==> config.mk <==
export PLATFORM = sky130hd
export DESIGN_NAME = hostDmaEngine
export DESIGN_NICKNAME = d
export VERILOG_FILES = /design/src/rtl/hostDmaPkg.sv /design/src/rtl/hostDmaCtrl.sv /design/src/rtl/hostDmaPath.sv /design/src/rtl/hostDmaEngine.sv
export SDC_FILE = /design/constraint.sdc
export NUM_CORES = 1
export LEC_CHECK = 0
export BUFFER_PORTS_ARGS = -buffer_cell sky130_fd_sc_hd__buf_2
export CAP_MARGIN = 20
export CORE_MARGIN = 8
export CORE_UTILIZATION = 45
export CTS_BUF_LIST = sky130_fd_sc_hd__clkbuf_4 sky130_fd_sc_hd__clkbuf_8
export DETAILED_ROUTE_END_ITERATION = 8
export PLACE_DENSITY_LB_ADDON = 0.08
export SLEW_MARGIN = 5
export SYNTH_ARGS = -nofsm -noshare
export SYNTH_HDL_FRONTEND = slang
export SYNTH_SLANG_ARGS = --single-unit
==> constraint.sdc <==
create_clock -name clk -period 3 [get_ports clk]
set_input_delay 0 -clock clk [delete_from_list [all_inputs] [get_ports clk]]
set_output_delay 0 -clock clk [all_outputs]
set_load 0.02 [all_outputs]
==> src/rtl/hostDmaPkg.sv <==
package hostDmaPkg;

  localparam int CTRL_EN_BIT   = 0;
  localparam int CTRL_DIR_BIT  = 1;
  localparam int CTRL_BUSY_BIT = 2;

  localparam logic REG_SEL_CTRL = 1'b0;
  localparam logic REG_SEL_PTR  = 1'b1;

  // strobes from control to datapath
  typedef struct packed {
    logic start;   // transfer begins: load working address, latch direction, flush buffer
    logic done;    // memory cycle completes this clock
  } engStrobe_t;

  typedef enum logic {
    ST_IDLE  = 1'b0,
    ST_CYCLE = 1'b1
  } engState_t;

endpackage

==> src/rtl/hostDmaCtrl.sv <==
module hostDmaCtrl
  import hostDmaPkg::*;
(
  input  logic       clk,
  input  logic       rstN,
  input  logic       regWr,
  input  logic       regAddr,
  input  logic [1:0] ctrlWData,
  input  logic       memAck,
  input  logic       fifoEmpty,
  input  logic       fifoFull,
  input  logic       workDir,
  output engStrobe_t strobe,
  output logic       ctrlEnable,
  output logic       ctrlDir,
  output logic       busy,
  output logic       memReq
);

  engState_t state;
  logic enableQ, dirQ, startedQ;
  logic inFlight, ctrlWrite, blockWrite, startGo, issueGo, doneGo;

  assign inFlight   = (state == ST_CYCLE);
  assign ctrlWrite  = regWr && (regAddr == REG_SEL_CTRL);
  // last cycle still draining after enable cleared: control writes are dropped
  assign blockWrite = ctrlWrite && !enableQ && inFlight;
  assign startGo    = ctrlWrite && ctrlWData[CTRL_EN_BIT] && !enableQ && !inFlight;
  assign issueGo    = !inFlight && enableQ && (workDir ? !fifoEmpty : !fifoFull);
  assign doneGo     = inFlight && memAck;

  always_ff @(posedge clk or negedge rstN) begin
    if (!rstN) begin
      enableQ  <= 1'b0;
      dirQ     <= 1'b0;
      startedQ <= 1'b0;
      state    <= ST_IDLE;
    end else begin
      if (ctrlWrite && !blockWrite) begin
        enableQ <= ctrlWData[CTRL_EN_BIT];
        dirQ    <= ctrlWData[CTRL_DIR_BIT];
      end
      if (startGo)      startedQ <= 1'b0;
      else if (issueGo) startedQ <= 1'b1;
      if (issueGo)     state <= ST_CYCLE;
      else if (doneGo) state <= ST_IDLE;
    end
  end

  always_comb begin
    strobe.start = startGo;
    strobe.done  = doneGo;
  end

  assign ctrlEnable = enableQ;
  assign ctrlDir    = dirQ;
  assign busy       = inFlight || (enableQ && startedQ);
  assign memReq     = inFlight;

  // a request is held until acknowledged
  a_r5_req_hold: assert property (@(posedge clk) disable iff (!rstN)
    (memReq && !memAck) |=> memReq);
  // turnaround gap after every completion
  a_r5_gap: assert property (@(posedge clk) disable iff (!rstN)
    (memReq && memAck) |=> !memReq);
  // no new cycle once enable is low and nothing is outstanding
  a_r8_no_issue_off: assert property (@(posedge clk) disable iff (!rstN)
    (!ctrlEnable && !memReq) |=> !memReq);
  // busy covers every outstanding cycle
  a_r9_busy_covers: assert property (@(posedge clk) disable iff (!rstN)
    memReq |-> busy);

endmodule

==> src/rtl/hostDmaPath.sv <==
module hostDmaPath
  import hostDmaPkg::*;
#(
  parameter int ADDR_W = 16,
  parameter int DATA_W = 16,
  parameter int DEPTH  = 4
) (
  input  logic              clk,
  input  logic              rstN,
  input  logic              regWr,
  input  logic              regAddr,
  input  logic [DATA_W-1:0] regWData,
  input  engStrobe_t        strobe,
  input  logic              ctrlEnable,
  input  logic              ctrlDir,
  input  logic              busy,
  input  logic              hostWrValid,
  input  logic [DATA_W-1:0] hostWrData,
  input  logic              hostRdReady,
  input  logic [DATA_W-1:0] memRData,
  output logic [DATA_W-1:0] regRdData,
  output logic              hostWrReady,
  output logic              hostRdValid,
  output logic [DATA_W-1:0] hostRdData,
  output logic [ADDR_W-1:0] memAddr,
  output logic              memWe,
  output logic [DATA_W-1:0] memWData,
  output logic              fifoEmpty,
  output logic              fifoFull,
  output logic              workDir
);

  localparam int PTR_W = (DEPTH > 1) ? $clog2(DEPTH) : 1;
  localparam int CNT_W = $clog2(DEPTH + 1);
  localparam logic [PTR_W-1:0] LAST_SLOT = PTR_W'(DEPTH - 1);

  logic [ADDR_W-1:0] ptrReg, workAddr;
  logic              workDirQ;
  logic [DATA_W-1:0] slots [DEPTH];
  logic [PTR_W-1:0]  rdPtr, wrPtr;
  logic [CNT_W-1:0]  count;
  logic hostPush, hostPop, memPush, memPop, push, pop;
  logic [DATA_W-1:0] pushData, head;

  assign fifoEmpty = (count == '0);
  assign fifoFull  = (count == CNT_W'(DEPTH));
  assign head      = slots[rdPtr];

  // buffer role follows the latched direction
  assign hostPop  = !workDirQ && !fifoEmpty && hostRdReady;
  assign hostPush =  workDirQ && !fifoFull && hostWrValid;
  assign memPush  = strobe.done && !workDirQ;
  assign memPop   = strobe.done &&  workDirQ;
  assign push     = hostPush || memPush;
  assign pop      = hostPop  || memPop;
  assign pushData = workDirQ ? hostWrData : memRData;

  always_ff @(posedge clk) begin
    for (int i = 0; i < DEPTH; i++) begin
      if (push && !strobe.start && wrPtr == PTR_W'(i)) slots[i] <= pushData;
    end
  end

  always_ff @(posedge clk or negedge rstN) begin
    if (!rstN) begin
      rdPtr <= '0;
      wrPtr <= '0;
      count <= '0;
    end else if (strobe.start) begin
      rdPtr <= '0;
      wrPtr <= '0;
      count <= '0;
    end else begin
      if (push) wrPtr <= (wrPtr == LAST_SLOT) ? '0 : wrPtr + PTR_W'(1);
      if (pop)  rdPtr <= (rdPtr == LAST_SLOT) ? '0 : rdPtr + PTR_W'(1);
      case ({push, pop})
        2'b10:   count <= count + CNT_W'(1);
        2'b01:   count <= count - CNT_W'(1);
        default: count <= count;
      endcase
    end
  end

  always_ff @(posedge clk or negedge rstN) begin
    if (!rstN) begin
      ptrReg   <= '0;
      workAddr <= '0;
      workDirQ <= 1'b0;
    end else begin
      if (regWr && regAddr == REG_SEL_PTR) ptrReg <= regWData[ADDR_W-1:0];
      if (strobe.start) begin
        workAddr <= ptrReg;
        workDirQ <= regWData[CTRL_DIR_BIT];
      end else if (strobe.done) begin
        workAddr <= workAddr + ADDR_W'(1);
      end
    end
  end

  always_comb begin
    regRdData = '0;
    if (regAddr == REG_SEL_PTR) begin
      regRdData = DATA_W'(ptrReg);
    end else begin
      regRdData[CTRL_EN_BIT]   = ctrlEnable;
      regRdData[CTRL_DIR_BIT]  = ctrlDir;
      regRdData[CTRL_BUSY_BIT] = busy;
    end
  end

  assign hostWrReady = workDirQ && !fifoFull;
  assign hostRdValid = !workDirQ && !fifoEmpty;
  assign hostRdData  = head;
  assign memAddr     = workAddr;
  assign memWe       = workDirQ;
  assign memWData    = head;
  assign workDir     = workDirQ;

  // each completion steps the working address by one
  a_r4_step: assert property (@(posedge clk) disable iff (!rstN)
    strobe.done |=> (workAddr == $past(workAddr) + ADDR_W'(1)));
  // a returning read word never meets a full buffer
  a_r6_no_overflow: assert property (@(posedge clk) disable iff (!rstN)
    (strobe.done && !workDirQ) |-> !fifoFull);
  // a completing write always has a word to consume
  a_r7_no_underflow: assert property (@(posedge clk) disable iff (!rstN)
    (strobe.done && workDirQ) |-> !fifoEmpty);
  // the visible pointer moves only on a host write
  a_r3_ptr_hold: assert property (@(posedge clk) disable iff (!rstN)
    !(regWr && regAddr == REG_SEL_PTR) |=> $stable(ptrReg));
  // direction in force changes only at a start
  a_r10_dir_hold: assert property (@(posedge clk) disable iff (!rstN)
    !strobe.start |=> $stable(workDirQ));

endmodule

==> src/rtl/hostDmaEngine.sv <==
module hostDmaEngine
  import hostDmaPkg::*;
#(
  parameter int ADDR_W    = 16,
  parameter int DATA_W    = 16,
  parameter int BUF_DEPTH = 4
) (
  input  logic              clk,
  input  logic              rstN,
  input  logic              regWr,
  input  logic              regAddr,
  input  logic [DATA_W-1:0] regWData,
  output logic [DATA_W-1:0] regRdData,
  input  logic              hostWrValid,
  output logic              hostWrReady,
  input  logic [DATA_W-1:0] hostWrData,
  output logic              hostRdValid,
  input  logic              hostRdReady,
  output logic [DATA_W-1:0] hostRdData,
  output logic              memReq,
  output logic              memWe,
  output logic [ADDR_W-1:0] memAddr,
  output logic [DATA_W-1:0] memWData,
  input  logic              memAck,
  input  logic [DATA_W-1:0] memRData
);

  engStrobe_t strobe;
  logic ctrlEnable, ctrlDir, busy, fifoEmpty, fifoFull, workDir;

  hostDmaCtrl u_ctrl (
    .clk       (clk),
    .rstN      (rstN),
    .regWr     (regWr),
    .regAddr   (regAddr),
    .ctrlWData (regWData[1:0]),
    .memAck    (memAck),
    .fifoEmpty (fifoEmpty),
    .fifoFull  (fifoFull),
    .workDir   (workDir),
    .strobe    (strobe),
    .ctrlEnable(ctrlEnable),
    .ctrlDir   (ctrlDir),
    .busy      (busy),
    .memReq    (memReq)
  );

  hostDmaPath #(
    .ADDR_W(ADDR_W),
    .DATA_W(DATA_W),
    .DEPTH (BUF_DEPTH)
  ) u_path (
    .clk        (clk),
    .rstN       (rstN),
    .regWr      (regWr),
    .regAddr    (regAddr),
    .regWData   (regWData),
    .strobe     (strobe),
    .ctrlEnable (ctrlEnable),
    .ctrlDir    (ctrlDir),
    .busy       (busy),
    .hostWrValid(hostWrValid),
    .hostWrData (hostWrData),
    .hostRdReady(hostRdReady),
    .memRData   (memRData),
    .regRdData  (regRdData),
    .hostWrReady(hostWrReady),
    .hostRdValid(hostRdValid),
    .hostRdData (hostRdData),
    .memAddr    (memAddr),
    .memWe      (memWe),
    .memWData   (memWData),
    .fifoEmpty  (fifoEmpty),
    .fifoFull   (fifoFull),
    .workDir    (workDir)
  );

  // request attributes hold until acknowledged
  a_r5_attr_stable: assert property (@(posedge clk) disable iff (!rstN)
    (memReq && !memAck) |=> ($stable(memAddr) && $stable(memWe)));
  a_r5_wdata_stable: assert property (@(posedge clk) disable iff (!rstN)
    (memReq && memWe && !memAck) |=> $stable(memWData));

endmodule

After elaboration in Yosys (flattened, before gate mapping)
Memory sizes are Yosys's and may differ from the RTL's.
Index checks and enable logic that the tools add are counted.
- input port bits: 55
- register bits after elaboration: 44
- logic and storage cells: 103
- memories: 1
- memory bits (writable): 64
- output and inout port bits: 68
- add/sub/neg operators: 5
- bitwise operators: 1
- reductions and logical operators: 44
- muxes and demuxes: 35
- equal/unequal tests: 7
- memories (memory ; words ; bits a word ; rd ports ; clocked after memory_dff ; wr ports ; RTL line ; source):
    u_path.slots ; 4 ; 16 ; 1 ; 0 ; 1 ; hostDmaPath.sv:39 ; logic [DATA_W-1:0] slots [DEPTH];
- operator list (cell ; number):
    2-to-1 mux 16 bit ; 6
    OR reduction 16 bit ; 3
    logical AND 1 bit ; 23
    2-to-1 mux 2 bit ; 9
    adder 16 x 1 -> 16 bit, second input constant ; 1
    2-to-1 mux 1 bit ; 16
    2-to-1 mux 13 bit ; 1
    nonzero test 2 bit ; 5
    == test 2 bit, second input constant ; 4
    logical NOT 1 bit ; 7
    2-to-1 mux 3 bit ; 2
    one-hot mux 3 bit (2 select lines) ; 1
    adder 2 x 1 -> 2 bit, second input constant ; 2
    == test 2 x 1 -> 1 bit, second input constant ; 2
    adder 3 x 1 -> 3 bit, second input constant ; 1
    == test 3 bit, second input constant ; 1
    logical NOT 3 bit ; 1
    logical OR 1 bit ; 3
    nonzero test 3 bit ; 1
    subtractor 3 x 1 -> 3 bit, second input constant ; 1
    logical NOT 2 bit ; 1
    NOT 1 bit ; 1

Logic depth before layout (Yosys ltp)
- word-level depth: 14
- depth in mapped cells: 9
- depth with buffers taken out: 8

By module
Synthesis repeated with hierarchy kept, for this count alone.
- cells, all modules: 357
- area, all modules: 5043.6 um^2
- by module, submodules not included (module ; sequential area each (um^2) ; cells an instance ; area each (um^2) ; instances):
    hostDmaPath ; 2922.8 ; 336 ; 4823.4 ; 1
    hostDmaCtrl ; 100.1 ; 21 ; 220.2 ; 1

Worst setup path before layout
Ideal clock, no wire load.
- path type: flip-flop to flip-flop
- from: register u_ctrl.state (netlist: u_ctrl.memReq)
- to: register u_path.count[2]
- clock period less this slack: 2.057 ns
- setup slack: 0.943 ns
- stages on the path, launching flop included: 9
- library setup time: 0.124 ns
- data required time: 2.876 ns
- path buffers: 1
- arrival time: 1.933 ns
- cell sequence: dfrtp_1 nand2_1 o22ai_1 buf_2 nor2b_1 fa_1 nor3b_1 o21ai_0 nor3b_1
- longest elaborated chain between the ends: 6
- elaborated cells between the ends (all ways): 12
- classes of those cells: eq/ne (2); mux (2); reduce/logical (8)
- RTL lines (element ; RTL line ; source):
    from (decl) ; hostDmaCtrl.sv:20 ; engState_t state;
    from (signal assigned) ; hostDmaCtrl.sv:37 ; state <= ST_IDLE;
    from (signal assigned) ; hostDmaCtrl.sv:45 ; if (issueGo) state <= ST_CYCLE;
    from (signal assigned) ; hostDmaCtrl.sv:46 ; else if (doneGo) state <= ST_IDLE;
    logical AND 1 bit ; hostDmaCtrl.sv:30 ; assign doneGo = inFlight && memAck;
    logical AND 1 bit, on equally long branches ; hostDmaPath.sv:53, hostDmaPath.sv:52 ;
    logical OR 1 bit, on equally long branches ; hostDmaPath.sv:55, hostDmaPath.sv:54 ;
    == test 2 x 1 -> 1 bit / == test 2 bit (equally long branches) ; hostDmaPath.sv:76 ; case ({push, pop})
    one-hot mux 3 bit (2 select lines) ; hostDmaPath.sv:76 ;
    2-to-1 mux 3 bit ; hostDmaPath.sv:69 ; end else if (strobe.start) begin
    to (signal assigned) ; hostDmaPath.sv:77 ; 2'b10: count <= count + CNT_W'(1);
    to (signal assigned) ; hostDmaPath.sv:78 ; 2'b01: count <= count - CNT_W'(1);
    to (signal assigned) ; hostDmaPath.sv:79 ; default: count <= count;
    to (decl) ; hostDmaPath.sv:41 ; logic [CNT_W-1:0] count;
Several ways; a longest one is shown, not always the timed one.
A chain may end at the register's enable or synchronous reset.

Worst setup path in the final report
Ends and elaborated chain as after synthesis.

==> flow_summary.yaml <==
clocking:
  htreeDepth: 3
  clock_latency_ns: 0.37
  cts-buffers-inserted: 9
  cts.sinks: 108
  cts_root_buffer: "clkbuf_8"
  tritoncts: "done"
  cts_buffer_depth: 2
  clk_pin_slew_ns: 0.10
synth:
  synth_cell_types: 43
  yosysWarnings: 0
  synth_area_um2: 4950
  synth_area_per_cell_um2: 14.2
  synth_nets: 411
  synth-xor-area-share_pct: 1.21
  yosys.area_share.adder_pct: 1.92
  yosys_register_bits: 108
  synth_top_family_by_area: "multiplexers"
  synth_cells: 349
  synth_compound_gate_area_share_pct: 6.19
  muxShareOfSynthArea_pct: 15.4
  ys_seq_area_share_pct: 61.1
  synth-simple-area-share_pct: 9.75
placed_design:
  gp_congestion: 0.807
  placed_cells_incl_taps: 588
  hpwl_um: 7510
  port_buffers: 122
routing:
  drt_first_pass_iters: 4
  drt-wirelength-per-cell_um: 17.3
  dr.first_iter.drc_count: 156
  ant_nets: 0
  drc: 0
  wl_um: 11300
  vias_per_cell: 5.18
  dr_total_vias: 3403
worst_hold_path:
  holdCritStartpoint: "hostRdReady"
  hp-class: "in2reg"
  min_path_cells: 5
  min_to: "u_path.rdPtr[1]"
critical_path:
  worst_ep_arrival_time_ns: 2.57
  r2r_end: "u_path.count[2]"
  critPathCaptureType: "register"
  slowest_stage: "dfrtp_1"
  cp_max_fo: 12
  rr_startpoint: "u_ctrl.memReq"
  start_kind: "register"
  required_ns: 3.24
  crit_chain: "nand2_1 > o22ai_1 > buf_4 > nor2b_1 > fa_1 > nor3b_1 > o21ai_0 > nor3b_1"
  reg2reg_slack_ns: 0.67
  cpMostUsedCell: "nor3b_1"
  rr_worst_depth: 8
  max_stage_delay_ns: 0.47
  startpoint: "u_ctrl.memReq"
  criticalPathCategory: "reg2reg"
sta:
  min_period_over_period_pct: 77.8
  rsz0062_at_grt: "no"
  finalSetupViolations: 0
  slew_headroom_pct: 44.9
  tns_ns: 0
  hold_viol: 0
  max_freq_ghz: 0.429
  worst_slew_pin_slew_ns: 0.826
  period_needed_ns: 2.33
  fin_skew_ns: 0.0120
  final_max_slew_viol_count: 0
power_and_ir_drop:
  power.total_mw: 5.76
  p_per_area_nw_per_um2: 904
  ir_worst_vdd_mv: 0.436
  p_leak_nw: 2.64
outcome:
  status: "finished clean"
layout:
  fin_nets: 574
  diodes: 0
  postLayoutCoreUtil_pct: 59.0
  final_cell_count_no_fill: 657
  fillCellCount: 900
  areaGrowthSynthToFinish_pct: 28.6
  post_route_cells_drive_above_1_share_pct: 39.5
grt:
  grt_overflow_total: 0
  grt_pass1_vias: 3502
  antenna_found_initial: 0
  grt_pass1_wl_um: 18300
  grt_max_degree: 45
  track_usage_pct: 15.9
die:
  boundaryPins: 123
  die_y_um: 121
  rows: 38
  start_util_pct: 45.9
  dieArea_um2: 14600
  core-area_um2: 10800
  dieWidth_um: 121
run:
  drv_cap: 0
[what timing repair did]
action	CTS	global route
buffers inserted	0	0
gates resized for setup	0	0
hold buffers	51	1
endpoints found under the hold margin	128	4
[worst max-delay path by stage]
stage / to / slack (ns) / depth (start not counted)
floorplan: u_path.count[2] / 0.94 / 8
global placement: u_path.count[2] / 0.81 / 8
detailed placement: u_path.count[2] / 0.71 / 8
CTS: u_path.count[2] / 0.68 / 8
global route: u_path.count[2] / 0.42 / 8
finish: u_path.count[2] / 0.67 / 8
[critical path, delay by kind of cell (launching register included)]
kind,cells,cell delay [ns]
AND/OR/NAND/NOR,4,0.79
flip-flops,1,0.47
AO/OA/AOI/OAI,2,0.38
adder cells (fa/ha/maj),1,0.38
buffers and inverters,1,0.20
[cell type report]
cell class	count	area [um2]	share of cell area (%)
Sequential cell	108	3020	47.5
Timing Repair Buffer	183	1210	19.0
Inverter	8	30.0	0.472
Clock inverter	5	82.6	1.30
Tap cell	140	175	2.75
Multi-Input combinational cell	202	1710	26.8
Clock buffer	11	139	2.18
[layer usage]
metal | GRT usage [%] | wire length, um | up-vias
met4 | 6.95 | 190 | 0
met2 | 26.4 | 5630 | 114
met5 | 0 | 0 | -
met3 | 3.86 | 792 | 15
met1 | 19.4 | 4730 | 1665
li1 | - | - | 1609
[layout by cell type (no fill, tap or decap), types with 9 or more instances in the layout]
master	netlist	final
buf_2	11	122
edfxtp_1	64	64
dlygate4sd3_1	0	52
dfrtp_1	44	44
mux2_2	34	34
nand2_1	27	27
mux4_2	16	16
and2_1	15	15
o21ai_0	15	15
nor2_1	15	15
nand3_1	9	9
clkbuf_8	0	9
[registers in the layout (all words and copies together), names as in the netlist]
name and count:
u_path.count 3, u_ctrl.memReq 1, u_path.rdPtr 2, u_path.memWe 1, u_ctrl.startedQ 1, u_path.memAddr 16
u_ctrl.ctrlEnable 1, u_ctrl.ctrlDir 1, u_path.ptrReg 16, u_path.wrPtr 2, u_path.slots 64
[synthesized netlist by cell type, drive strengths merged]
library cell / n / share of area [%]
buf: 27 / 3.5
ha: 6 / 1.5
nand2b: 2 / 0.25
clkbuf: 4 / 0.30
a21oi: 8 / 0.81
nand2: 27 / 2.0
o311ai: 5 / 0.88
nor3: 5 / 0.61
xor2: 3 / 0.68
and3: 8 / 1.1
o211ai: 3 / 0.45
edfxtp: 64 / 39
mux2: 34 / 7.7
and2: 15 / 1.9
a22oi: 1 / 0.15
nor3b: 5 / 0.86
a31o: 1 / 0.18
and4: 1 / 0.18
a31oi: 1 / 0.13
a21o: 2 / 0.30
o21ai: 15 / 1.5
fa: 1 / 0.40
o22ai: 1 / 0.13
mux4: 16 / 7.3
nor2b: 2 / 0.25
nand3: 9 / 0.91
dfrtp: 44 / 22
o2bb2ai: 1 / 0.30
mux2i: 2 / 0.40
nor2: 15 / 1.1
o21a: 1 / 0.15
inv: 8 / 0.61
o22a: 1 / 0.18
xnor2: 3 / 0.53
a221o: 5 / 1.0
nor4: 1 / 0.13
nand4: 2 / 0.38
[power breakdown]
part	total [mW]	internal [mW]	leakage [nW]	switching (mW)
clock	0.986	0.494	0.115	0.491
combinational	2.46	1.05	1.41	1.41
sequential	2.32	2.00	1.12	0.319
total	5.76	3.54	2.64	2.22
[cell families after synthesis]
kind of cell | after synthesis
AOI/OAI and AO/OA | 45
xor gates and xnor gates | 6
and+or+nand+nor | 92
adders and majority gates | 7
buffers and inverters | 39
DFF | 108
muxes | 52
[through the flow]
stage	hold WS (ns)	worst slack (ns)	area, um2
floorplan	-0.296	0.943	4950
global placement	0.231	0.809	5610
detailed placement	0.232	0.712	5610
CTS	0.192	0.679	6340
global route	0.232	0.420	6370
finish	0.212	0.667	6370
Power figures use the tool's default switching activity.
